==> config.mk <==
export PLATFORM = sky130hd
export DESIGN_NAME = pwm10_gen
export DESIGN_NICKNAME = d
export VERILOG_FILES = /design/src/rtl/pwm10_pkg.sv /design/src/rtl/pwm10_prescaler.sv /design/src/rtl/pwm10_timebase.sv /design/src/rtl/pwm10_regs.sv /design/src/rtl/pwm10_outlatch.sv /design/src/rtl/pwm10_gen.sv
export SDC_FILE = /design/constraint.sdc
export NUM_CORES = 1
export LEC_CHECK = 0
export ABC_AREA = 1
export BUFFER_PORTS_ARGS = -buffer_cell sky130_fd_sc_hd__buf_4
export CORE_MARGIN = 5
export CORE_UTILIZATION = 25
export CTS_CLUSTER_SIZE = 10
export DETAILED_ROUTE_END_ITERATION = 8
export PLACE_DENSITY = 0.43
export SLEW_MARGIN = 10
export SYNTH_ARGS = -nofsm -noshare
export SYNTH_HDL_FRONTEND = slang
export SYNTH_HIERARCHICAL = 1
export SYNTH_SLANG_ARGS = --single-unit
export TNS_END_PERCENT = 50
==> constraint.sdc <==
create_clock -name clk -period 2.3 [get_ports clk]
set_input_delay 0.345 -clock clk [delete_from_list [all_inputs] [get_ports clk]]
set_output_delay 0.345 -clock clk [all_outputs]
set_load 0.005 [all_outputs]
==> src/rtl/pwm10_pkg.sv <==
// Package: shared widths, control-byte field positions and prescaler decode
// for the 10-bit PWM generator. Assumes an 8-bit control byte.
package pwm10_pkg;
    localparam int CTL_W      = 8;
    localparam int PS_LSB     = 0;
    localparam int DLO_LSB    = 2;
    localparam int MODE_LSB   = 4;

    typedef enum logic [1:0] {
        MODE_OFF  = 2'b00,
        MODE_RSV1 = 2'b01,
        MODE_RSV2 = 2'b10,
        MODE_PWM  = 2'b11
    } pwm_mode_e;

    // Terminal count of the prescaler for a select code (divide minus one)
    function automatic logic [3:0] ps_limit(input logic [1:0] sel);
        case (sel)
            2'b00:   ps_limit = 4'd0;
            2'b01:   ps_limit = 4'd3;
            default: ps_limit = 4'd15;
        endcase
    endfunction
endpackage

==> src/rtl/pwm10_prescaler.sv <==
// Module: input-clock prescaler. Emits a one-clock tick every 1, 4 or 16
// clocks according to the select code. Assumes the select may change at any
// time; the counter is held at zero while the block is disabled.
module pwm10_prescaler
    import pwm10_pkg::*;
#(
    parameter int CNT_W = 4
) (
    input  logic       clk,
    input  logic       rst_n,
    input  logic       en,
    input  logic [1:0] sel,
    output logic       tick
);
    logic [CNT_W-1:0] cnt_q;
    logic [CNT_W-1:0] lim;

    assign lim  = CNT_W'(ps_limit(sel));
    assign tick = en && (cnt_q >= lim);

    // Count input clocks up to the selected terminal value, then restart
    always_ff @(posedge clk) begin
        if (!rst_n || !en)
            cnt_q <= '0;
        else if (cnt_q >= lim)
            cnt_q <= '0;
        else
            cnt_q <= cnt_q + 1'b1;
    end

    // with a divider above one, ticks never come on consecutive clocks
    p_tick_gap_r2: assert property (@(posedge clk) disable iff (!rst_n)
        (tick && sel != 2'b00) |=> (!tick || sel == 2'b00));

    // disabled prescaler produces no ticks
    p_no_tick_off_r8: assert property (@(posedge clk) disable iff (!rst_n)
        !en |-> !tick);
endmodule

==> src/rtl/pwm10_timebase.sv <==
// Module: 10-bit time base built from a period timer and fine bits below it.
// The fine bits advance on each prescaler tick and carry into the timer.
// A rollover happens on the tick after {timer, fine} reaches {period, all ones}.
// Assumes the period may be lowered below the running timer; the timer then
// wraps through its full range before matching again.
module pwm10_timebase #(
    parameter int TMR_W  = 8,
    parameter int FINE_W = 2,
    localparam int TB_W  = TMR_W + FINE_W
) (
    input  logic             clk,
    input  logic             rst_n,
    input  logic             en,
    input  logic             tick,
    input  logic [TMR_W-1:0] period,
    output logic [TB_W-1:0]  tb_q,
    output logic [TB_W-1:0]  tb_nxt,
    output logic             wrap
);
    logic [TMR_W-1:0]  tmr;
    logic [FINE_W-1:0] fine;

    assign tmr  = tb_q[TB_W-1:FINE_W];
    assign fine = tb_q[FINE_W-1:0];
    assign wrap = tick && (&fine) && (tmr == period);

    // Next time-base value: clear at rollover, step on tick, else hold
    always_comb begin
        if (wrap)
            tb_nxt = '0;
        else if (tick)
            tb_nxt = tb_q + 1'b1;
        else
            tb_nxt = tb_q;
    end

    // Time-base register, held at zero while disabled
    always_ff @(posedge clk) begin
        if (!rst_n || !en)
            tb_q <= '0;
        else
            tb_q <= tb_nxt;
    end

    // rollover returns the time base to zero
    p_wrap_clear_r3: assert property (@(posedge clk) disable iff (!rst_n)
        (en && wrap) |=> (tb_q == '0));

    // the time base moves only on a prescaler tick
    p_hold_r2: assert property (@(posedge clk) disable iff (!rst_n)
        (en && !tick) |=> (!en || $stable(tb_q)));

    // disabled time base sits at zero
    p_tb_off_r8: assert property (@(posedge clk) disable iff (!rst_n)
        !en |=> (tb_q == '0));
endmodule

==> src/rtl/pwm10_regs.sv <==
// Module: register file for period, control and master duty, plus the slave
// duty register loaded at each rollover. Assumes single-clock write strobes;
// a write in the rollover cycle lands in the master after the slave load.
module pwm10_regs
    import pwm10_pkg::*;
#(
    parameter int TMR_W  = 8,
    parameter int FINE_W = 2,
    localparam int TB_W  = TMR_W + FINE_W
) (
    input  logic             clk,
    input  logic             rst_n,
    input  logic             per_we,
    input  logic [TMR_W-1:0] per_d,
    input  logic             dhi_we,
    input  logic [TMR_W-1:0] dhi_d,
    input  logic             ctl_we,
    input  logic [CTL_W-1:0] ctl_d,
    input  logic             wrap,
    output logic [TMR_W-1:0] period,
    output logic [1:0]       ps_sel,
    output logic             en,
    output logic [TB_W-1:0]  master,
    output logic [TB_W-1:0]  slave
);
    logic [TMR_W-1:0] dhi_q;
    logic [CTL_W-1:0] ctl_q;
    pwm_mode_e        mode;

    assign mode   = pwm_mode_e'(ctl_q[MODE_LSB +: 2]);
    assign en     = (mode == MODE_PWM);
    assign ps_sel = ctl_q[PS_LSB +: 2];
    assign master = {dhi_q, ctl_q[DLO_LSB +: FINE_W]};

    // Software-visible registers: period, duty high part, control byte
    always_ff @(posedge clk) begin
        if (!rst_n) begin
            period <= '0;
            dhi_q  <= '0;
            ctl_q  <= '0;
        end else begin
            if (per_we) period <= per_d;
            if (dhi_we) dhi_q  <= dhi_d;
            if (ctl_we) ctl_q  <= ctl_d;
        end
    end

    // Slave duty copy, refreshed only at rollover
    always_ff @(posedge clk) begin
        if (!rst_n)
            slave <= '0;
        else if (wrap)
            slave <= master;
    end

    // the slave copy only changes at rollover
    p_slave_hold_r5: assert property (@(posedge clk) disable iff (!rst_n)
        !wrap |=> $stable(slave));

    // at rollover the slave takes the master value
    p_slave_load_r5: assert property (@(posedge clk) disable iff (!rst_n)
        wrap |=> (slave == $past(master)));
endmodule

==> src/rtl/pwm10_outlatch.sv <==
// Module: PWM output latch. Set at rollover unless the incoming duty is zero,
// cleared when the next time-base value equals the slave duty. Assumes the
// slave duty is stable between rollovers; a duty beyond the period never clears.
module pwm10_outlatch #(
    parameter int TB_W = 10
) (
    input  logic            clk,
    input  logic            rst_n,
    input  logic            en,
    input  logic            wrap,
    input  logic            tick,
    input  logic [TB_W-1:0] tb_nxt,
    input  logic [TB_W-1:0] master,
    input  logic [TB_W-1:0] slave,
    output logic            pwm_o
);
    logic dc_match;

    assign dc_match = tick && (tb_nxt == slave);

    // Output latch: force low when off, set at rollover, clear on duty match
    always_ff @(posedge clk) begin
        if (!rst_n || !en)
            pwm_o <= 1'b0;
        else if (wrap)
            pwm_o <= (master != '0);
        else if (dc_match)
            pwm_o <= 1'b0;
    end

    // zero duty at rollover keeps the output low
    p_zero_duty_r6: assert property (@(posedge clk) disable iff (!rst_n)
        (en && wrap && master == '0) |=> !pwm_o);

    // a non-zero duty at rollover drives the output high
    p_set_r3: assert property (@(posedge clk) disable iff (!rst_n)
        (en && wrap && master != '0) |=> pwm_o);

    // mode other than PWM forces the output low
    p_off_low_r8: assert property (@(posedge clk) disable iff (!rst_n)
        !en |=> !pwm_o);

    // the output never rises except at rollover
    p_rise_only_wrap_r4: assert property (@(posedge clk) disable iff (!rst_n)
        (!pwm_o && !wrap) |=> !pwm_o);
endmodule

==> src/rtl/pwm10_gen.sv <==
// Module: top of the double-buffered 10-bit PWM generator. Connects the
// register file, prescaler, time base and output latch. Assumes all writes
// are synchronous single-clock strobes in the clk domain.
module pwm10_gen
    import pwm10_pkg::*;
#(
    parameter int TMR_W  = 8,
    parameter int FINE_W = 2,
    parameter int PS_W   = 4,
    localparam int TB_W  = TMR_W + FINE_W
) (
    input  logic             clk,
    input  logic             rst_n,
    input  logic             per_we,
    input  logic [TMR_W-1:0] per_d,
    input  logic             dhi_we,
    input  logic [TMR_W-1:0] dhi_d,
    input  logic             ctl_we,
    input  logic [CTL_W-1:0] ctl_d,
    output logic             pwm_o
);
    logic [TMR_W-1:0] period;
    logic [1:0]       ps_sel;
    logic             en;
    logic [TB_W-1:0]  master;
    logic [TB_W-1:0]  slave;
    logic             tick;
    logic [TB_W-1:0]  tb_q;
    logic [TB_W-1:0]  tb_nxt;
    logic             wrap;

    pwm10_regs #(.TMR_W(TMR_W), .FINE_W(FINE_W)) u_regs (
        .clk    (clk),
        .rst_n  (rst_n),
        .per_we (per_we),
        .per_d  (per_d),
        .dhi_we (dhi_we),
        .dhi_d  (dhi_d),
        .ctl_we (ctl_we),
        .ctl_d  (ctl_d),
        .wrap   (wrap),
        .period (period),
        .ps_sel (ps_sel),
        .en     (en),
        .master (master),
        .slave  (slave)
    );

    pwm10_prescaler #(.CNT_W(PS_W)) u_ps (
        .clk   (clk),
        .rst_n (rst_n),
        .en    (en),
        .sel   (ps_sel),
        .tick  (tick)
    );

    pwm10_timebase #(.TMR_W(TMR_W), .FINE_W(FINE_W)) u_tb (
        .clk    (clk),
        .rst_n  (rst_n),
        .en     (en),
        .tick   (tick),
        .period (period),
        .tb_q   (tb_q),
        .tb_nxt (tb_nxt),
        .wrap   (wrap)
    );

    pwm10_outlatch #(.TB_W(TB_W)) u_out (
        .clk    (clk),
        .rst_n  (rst_n),
        .en     (en),
        .wrap   (wrap),
        .tick   (tick),
        .tb_nxt (tb_nxt),
        .master (master),
        .slave  (slave),
        .pwm_o  (pwm_o)
    );

    // right after reset the output is low
    p_reset_low_r1: assert property (@(posedge clk)
        !rst_n |=> !pwm_o);
endmodule

==> out/qor.yml, run 1 <==
outcome: "complete, but fails checks"
violations: "setup timing"
vias: 2440
grt_pass1_vias: 2345
fmax_ghz: 0.399
setup_viol: 1
cp-end-kind: "flop"
p_comb_share_pct: 12.3
power_density_nw_per_um2: 476
peakVddDrop_mv: 0.215
drt-pass1-iter-count: 4
syn_inst: 456
netlist.area_leader.share_pct: 34.4
htree_levels: 2
syn_to_final_growth_pct: 21.0
p_leak_uw: 0.00170
grt_max_degree: 36
synth_edf_count: 0
cp.required_ns: 2.49
hold_viol: 0
antenna_cells: 0
grt_usage_pct: 9.61
place_inst: 621
r2r_end: "u_out/pwm_o"
clkSinkCount: 47
hold_class: "in -> reg"
synth-seq-cells: 47
final_nets: 524
antenna_found_initial: 0
synth-main-ff-cell: "dfxtp_1"
die_h_um: 115
avgSynthCellArea_sq_um: 6.00
swShare_pct: 25.6
postCtsHoldBufs: 0
maxSlewViolCount: 0
detail_route.vias_per_cell: 3.87
drive_gt1_share_pct: 18.8
detail-route-antenna-nets: 0
drc_errors: 0
cts_buffers: 5
core_area_sq_um: 10800
fp.dieArea_sq_um: 13100
clock_latency_ns: 0.29
cts.clk_slew.worst_paths_ns: 0.09
wl_per_cell_um: 9.34
max_cap_viol_count: 0
dr.first_iter.drc_count: 65
place_ws_ns: -0.217
async_flop_share_pct: 0
io_pins: 30
synth_nets: 491
p_clk_share_pct: 33.0
synth.largest_area_cell: "dfxtp_1"
stdcell_count: 630
path_max_fanout: 5
endpoint: "u_out/pwm_o"
max-clock-path-buffers: 2
maxSlewHeadroom_pct: 71.0
dp_hpwl_um: 4390
setup_slack_ns: -0.208
synth.distinct_cells: 25
start_util_pct: 25.4
cp.arrival_ns: 2.70
cts_tree: "built"
synth_area_sq_um: 2740
grt_pass1_wl_um: 10400
post-cts-setup-buffers: 0
tightest_slew_ns: 0.434
fin_crit_sh_pct: 109
ff2ff_setup_slack_ns: -0.21
startpoint: "u_regs/ctl_q[1]"
r2r_cells: 24
place_congestion: 0.776
crit_type: "reg -> reg"
routed_wl_um: 5880
yosys_warnings: 6
synth_sequential_area_ratio_pct: 34.4
yosys-top-cells-area: "dfxtp_1 (34%), nand2_1 (21%), inv_1 (13%)"
period_needed_ns: 2.51
timing.rr.start: "u_regs/ctl_q[1]"
numPortBuffers: 27
rows: 38
skew_ns: 0.0130
rsz0062_at_grt: "yes"
seq_power_share_pct: 54.6
root_buffer: "clkbuf_8"
p_switching_uw: 403
cp-start-kind: "flop"
power.internal_uw: 1170
grt-ovfl-total: 0
die-width_um: 115
-- through the flow --
stage / area (sq um) / total power [uW] / hold WS (ns) / TNS (ns) / util, %
CTS: 3260 / 1610 / 0.323 / -0.210 / 30.2
global placement: 3130 / 1060 / 0.470 / -0.206 / 29.0
global route: 3310 / 1670 / 0.348 / -0.514 / 30.7
detailed placement: 3130 / 1070 / 0.473 / -0.217 / 29.0
finish: 3310 / 1580 / 0.330 / -0.208 / 30.7
floorplan: 2780 / 1020 / 0.430 / -0.0313 / -
-- flip-flops by register name, summed over array words and instances, names as in the netlist --
signal         count
u_ps/cnt_q         4
u_tb/tb_q         10
u_out/pwm_o        1
u_regs/dhi_q       8
u_regs/ctl_q       6
u_regs/slave      10
u_regs/period      8
-- synth_stat cells (2+ instances only) --
cell type  instances
o21ai_0            2
ha_1               6
nand4_1            2
xor2_1             6
xnor2_1            2
nor2_2             9
buf_6              7
buf_4              4
nor2_1            91
nand2_1          155
a21oi_2            2
inv_1             93
buf_2              3
clkinv_1           3
nand2_2            3
dfxtp_1           47
nand3_1           13
-- routing by layer --
| layer | GRT usage, % | routed length [um] | vias to the layer above |
|---|---|---|---|
| li1 | - | - | 1363 |
| met1 | 12.6 | 2960 | 1044 |
| met2 | 16.2 | 2660 | 29 |
| met3 | 1.90 | 204 | 4 |
| met4 | 2.22 | 61 | 0 |
| met5 | 0 | 0 | - |
-- worst min path at each step --
| stage | slack (ns) | startpoint | to | cells after the start |
|---|---|---|---|---|
| 2_1_floorplan | 0.43 | u_ps/cnt_q[0] | u_ps/cnt_q[0] | 1 |
| 3_3_place_gp | 0.47 | u_regs/slave[0] | u_regs/slave[0] | 2 |
| 3_5_place_dp | 0.47 | u_regs/slave[0] | u_regs/slave[0] | 2 |
| 4_1_cts | 0.32 | dhi_d[6] | u_regs/dhi_q[6] | 5 |
| 5_1_grt | 0.35 | dhi_d[1] | u_regs/dhi_q[1] | 5 |
| 6_report | 0.33 | dhi_d[6] | u_regs/dhi_q[6] | 5 |
-- cells by family (layout without fill, tap and decap cells) --
logic type / after synthesis / in the layout / share of synthesized area, %
simple gates: 277 / 278 / 40.9
buf+inv: 111 / 144 / 17.8
flops: 47 / 47 / 34.4
xor+xnor: 8 / 8 / 2.56
compound gates: 7 / 7 / 1.65
fa+ha+maj: 6 / 6 / 2.74
-- what timing repair did --
action	4_1_cts	5_1_grt
gates resized for setup	4	20
pin swaps	1	12
cloned	1	0
setup endpoints to repair	1	11
-- placed cells by master (no fill, tap or decap) --
master    instances
nand2_1         145
nor2_1           88
inv_1            86
dfxtp_1          45
buf_4            38
nand2_2          12
nand3_1          11
nor2_2            9
inv_2             7
clkbuf_8          6
xor2_1            5
ha_1              4
clkinv_1          3
a21oi_2           3
nor2_4            3
nand3_4           2
o21ai_0           2
nand3_2           2
xnor2_1           2
ha_4              2
nand4_1           2
clkbuf_1          1
clkinv_4          1
buf_12            1
or2_0             1
o21ai_1           1
inv_4             1
nand4_2           1
dfxtp_2           1
dfxtp_4           1
nand2_4           1
nor2b_1           1
xor2_2            1
o21bai_1          1
-- worst max-delay path, stage by stage (launching register included) --
cell and delay (ns):
dfxtp_4 0.37, nor2_4 0.11, inv_2 0.05, ha_4 0.26, nand2_2 0.04, inv_2 0.04, nand2_2 0.06, nand3_2 0.06
nand2_2 0.06, inv_4 0.08, nand2_4 0.06, a21oi_2 0.11, nand2_2 0.08, nor2_4 0.18, nand3_4 0.15, nand2_2 0.12
inv_2 0.05, inv_2 0.04, nand2_1 0.04, nand2_1 0.07, nand3_2 0.06, nor2_2 0.12, nand3_1 0.08, nand2_1 0.08
a21oi_2 0.05
-- layout make-up --
cell class | instances | area [sq um]
clock buffers | 7 | 86.3
repair buffers | 39 | 305
inverters | 97 | 367
fillers | 1219 | 7480
flip-flops and latches | 47 | 946
multi-input cells | 299 | 1430
clock inverters | 1 | 8.76
well taps | 140 | 175
-- power groups by stage --
stage          logic [uW]  clock network (uW)  registers (uW)
6_report              194                 521             862
5_1_grt               229                 575             867
4_1_cts               192                 556             863
3_5_place_dp          186                   0             882
3_3_place_gp          183                   0             882
2_1_floorplan         146                   0             875
No activity file was read; power rests on OpenSTA's default activity.
==> inputs of run 2 (changes only) <==
- SKIP_CTS_REPAIR_TIMING: unset -> 1
==> out/qor.yml, run 2 (synthesized netlist as in run 1, its figures left out) <==
outcome: "complete, but fails checks"
violations: "setup timing"
cts_buffers: 5  # unchanged
maxSlewHeadroom_pct: 71.5  # +0.51 points
core_area_sq_um: 10800  # unchanged
clkSinkCount: 47  # unchanged
grt-ovfl-total: 0  # unchanged
detail_route.vias_per_cell: 3.86  # -0.24%
grt_max_degree: 36  # unchanged
power_uw: 1580  # +0.20%
final_util_pct: 31.1  # +0.38 points
cp_slowest_cell: "dfxtp_4"
cp.required_ns: 2.54  # +0.05 ns
cts.clk_slew.worst_paths_ns: 0.09  # about the same
maxSlewViolCount: 0  # unchanged
skew_ns: 0.0125  # -0.000462 ns
drive_gt1_share_pct: 21.6  # +2.8 points
place_ws_ns: -0.217  # unchanged
dr.first_iter.drc_count: 76  # +17%
hold_viol: 0  # unchanged
final_nets: 525  # +0.19%
setup_slack_ns: -0.171  # +0.0365 ns
final_cell_mix: "nand2_1 (140), nor2_1 (87), inv_1 (82)"
grt_pass1_wl_um: 10200  # -1.9%
peakVddDrop_mv: 0.216  # +0.64%
final_common_cell: "nand2_1"
setup_viol: 1  # unchanged
syn_to_final_growth_pct: 22.5
p_leak_uw: 0.00170  # +0.19%
wl_per_cell_um: 9.30  # -0.38%
grt_usage_pct: 9.40  # -0.21 points
rows: 38  # unchanged
path_cells: "nor2_4 > inv_2 > ha_4 > nand2_2 > inv_2 > nand2_2 > nand3_2 > nand2_2 > inv_4 > nand2_4 > a21oi_2 > nand2_1 > nor2_4 > nand3_4 > nand2_2 > inv_2 > or2_0 > o21ai_1 > nor2_2 > nand3_1 > nand2_1 > a21oi_2"
antenna_found_initial: 0  # unchanged
start_util_pct: 25.4  # unchanged
period_needed_ns: 2.47  # -0.0365 ns
drc_errors: 0  # unchanged
io_pins: 30  # unchanged
n_fill_cell: 1209  # -0.82%
fp.dieArea_sq_um: 13100  # unchanged
cts_tree: "built"
htree_levels: 2  # unchanged
place_congestion: 0.776  # unchanged
routed_wl_um: 5870  # -0.22%
detail-route-antenna-nets: 0  # unchanged
stdcell_count: 631  # +0.16%
crit_type: "reg -> reg"
hold_class: "in -> reg"
top_regs: "u_regs/slave x10, u_tb/tb_q x10"
die_h_um: 115  # unchanged
grt_pass1_vias: 2312  # -1.4%
vias: 2438  # -0.082%
path_max_fanout: 4  # -1
die-width_um: 115  # unchanged
fmax_ghz: 0.405  # +1.5%
numPortBuffers: 27  # unchanged
cp.arrival_ns: 2.71  # about the same
antenna_cells: 0  # unchanged
max-clock-path-buffers: 2  # unchanged
rsz0062_at_grt: "yes"
tightest_slew_ns: 0.427  # -0.00770 ns
max_cap_viol_count: 0  # unchanged
root_buffer: "clkbuf_8"
cp-start-kind: "flop"
place_inst: 621  # unchanged
cp-end-kind: "flop"
fin_crit_sh_pct: 107  # -1.6 points
drt-pass1-iter-count: 4  # unchanged
clock_latency_ns: 0.29  # about the same
cp_slowest_stage_delay_ns: 0.37  # about the same
dp_hpwl_um: 4390  # unchanged
cp_common_cell: "nand2_2"
power_density_nw_per_um2: 471  # -1.0%
==> run 2: stage by stage <==
stage	instance area (sq um)	setup TNS, ns	hold slack [ns]
after detailed placement	3130	-0.217	0.473
final	3350	-0.171	0.331
after global routing	3350	-0.411	0.348
after floorplan	2780	-0.0313	0.430
after CTS	3230	-0.241	0.323
after global placement	3130	-0.206	0.470
==> run 2: metal layers <==
layer / share of wire [%] / GRT usage [%] / routed length [um] / vias up
met3: 2.7 / 1.74 / 161 / 2
met5: 0 / 0 / 0 / -
li1: - / - / - / 1366
met2: 45 / 15.8 / 2660 / 23
met1: 51 / 12.5 / 3010 / 1047
met4: 0.68 / 2.14 / 40 / 0
==> run 2: worst max-delay path: cells and delay by family (launching register included) <==
kind	cells	cell delay (ns)
adders and majority gates	1	0.26
AOI/OAI and AO/OA	3	0.29
buffers and inverters	4	0.21
DFF	1	0.37
and+or+nand+nor	14	1.29
==> run 2: where the power goes <==
part           switching (uW)  total, uW  internal [uW]
clock                     276        523            247
sequential               21.5        862            840
combinational             109        196           87.4
total                     406       1580           1170
==> run 2: layout make-up <==
class	count	area, sq um	area share (%)
inverter	97	367	10.9
timing repair buffer	40	313	9.32
tap	140	175	5.22
multi-input combinational	299	1460	43.5
sequential	47	946	28.2
clock buffer	7	86.3	2.57
clock inverter	1	8.76	0.261
==> run 2: path summary, 6_finish.rpt <==
| path | startpoint | to | slack (ns) | depth (start not counted) |
|---|---|---|---|---|
| max | u_regs/ctl_q[1] | u_out/pwm_o | -0.17 | 22 |
| min | ctl_d[1] | u_regs/ctl_q[1] | 0.33 | 5 |
| max reg2reg | u_regs/ctl_q[1] | u_out/pwm_o | -0.17 | 22 |
| min reg2reg | u_regs/slave[0] | u_regs/slave[0] | 0.48 | 2 |
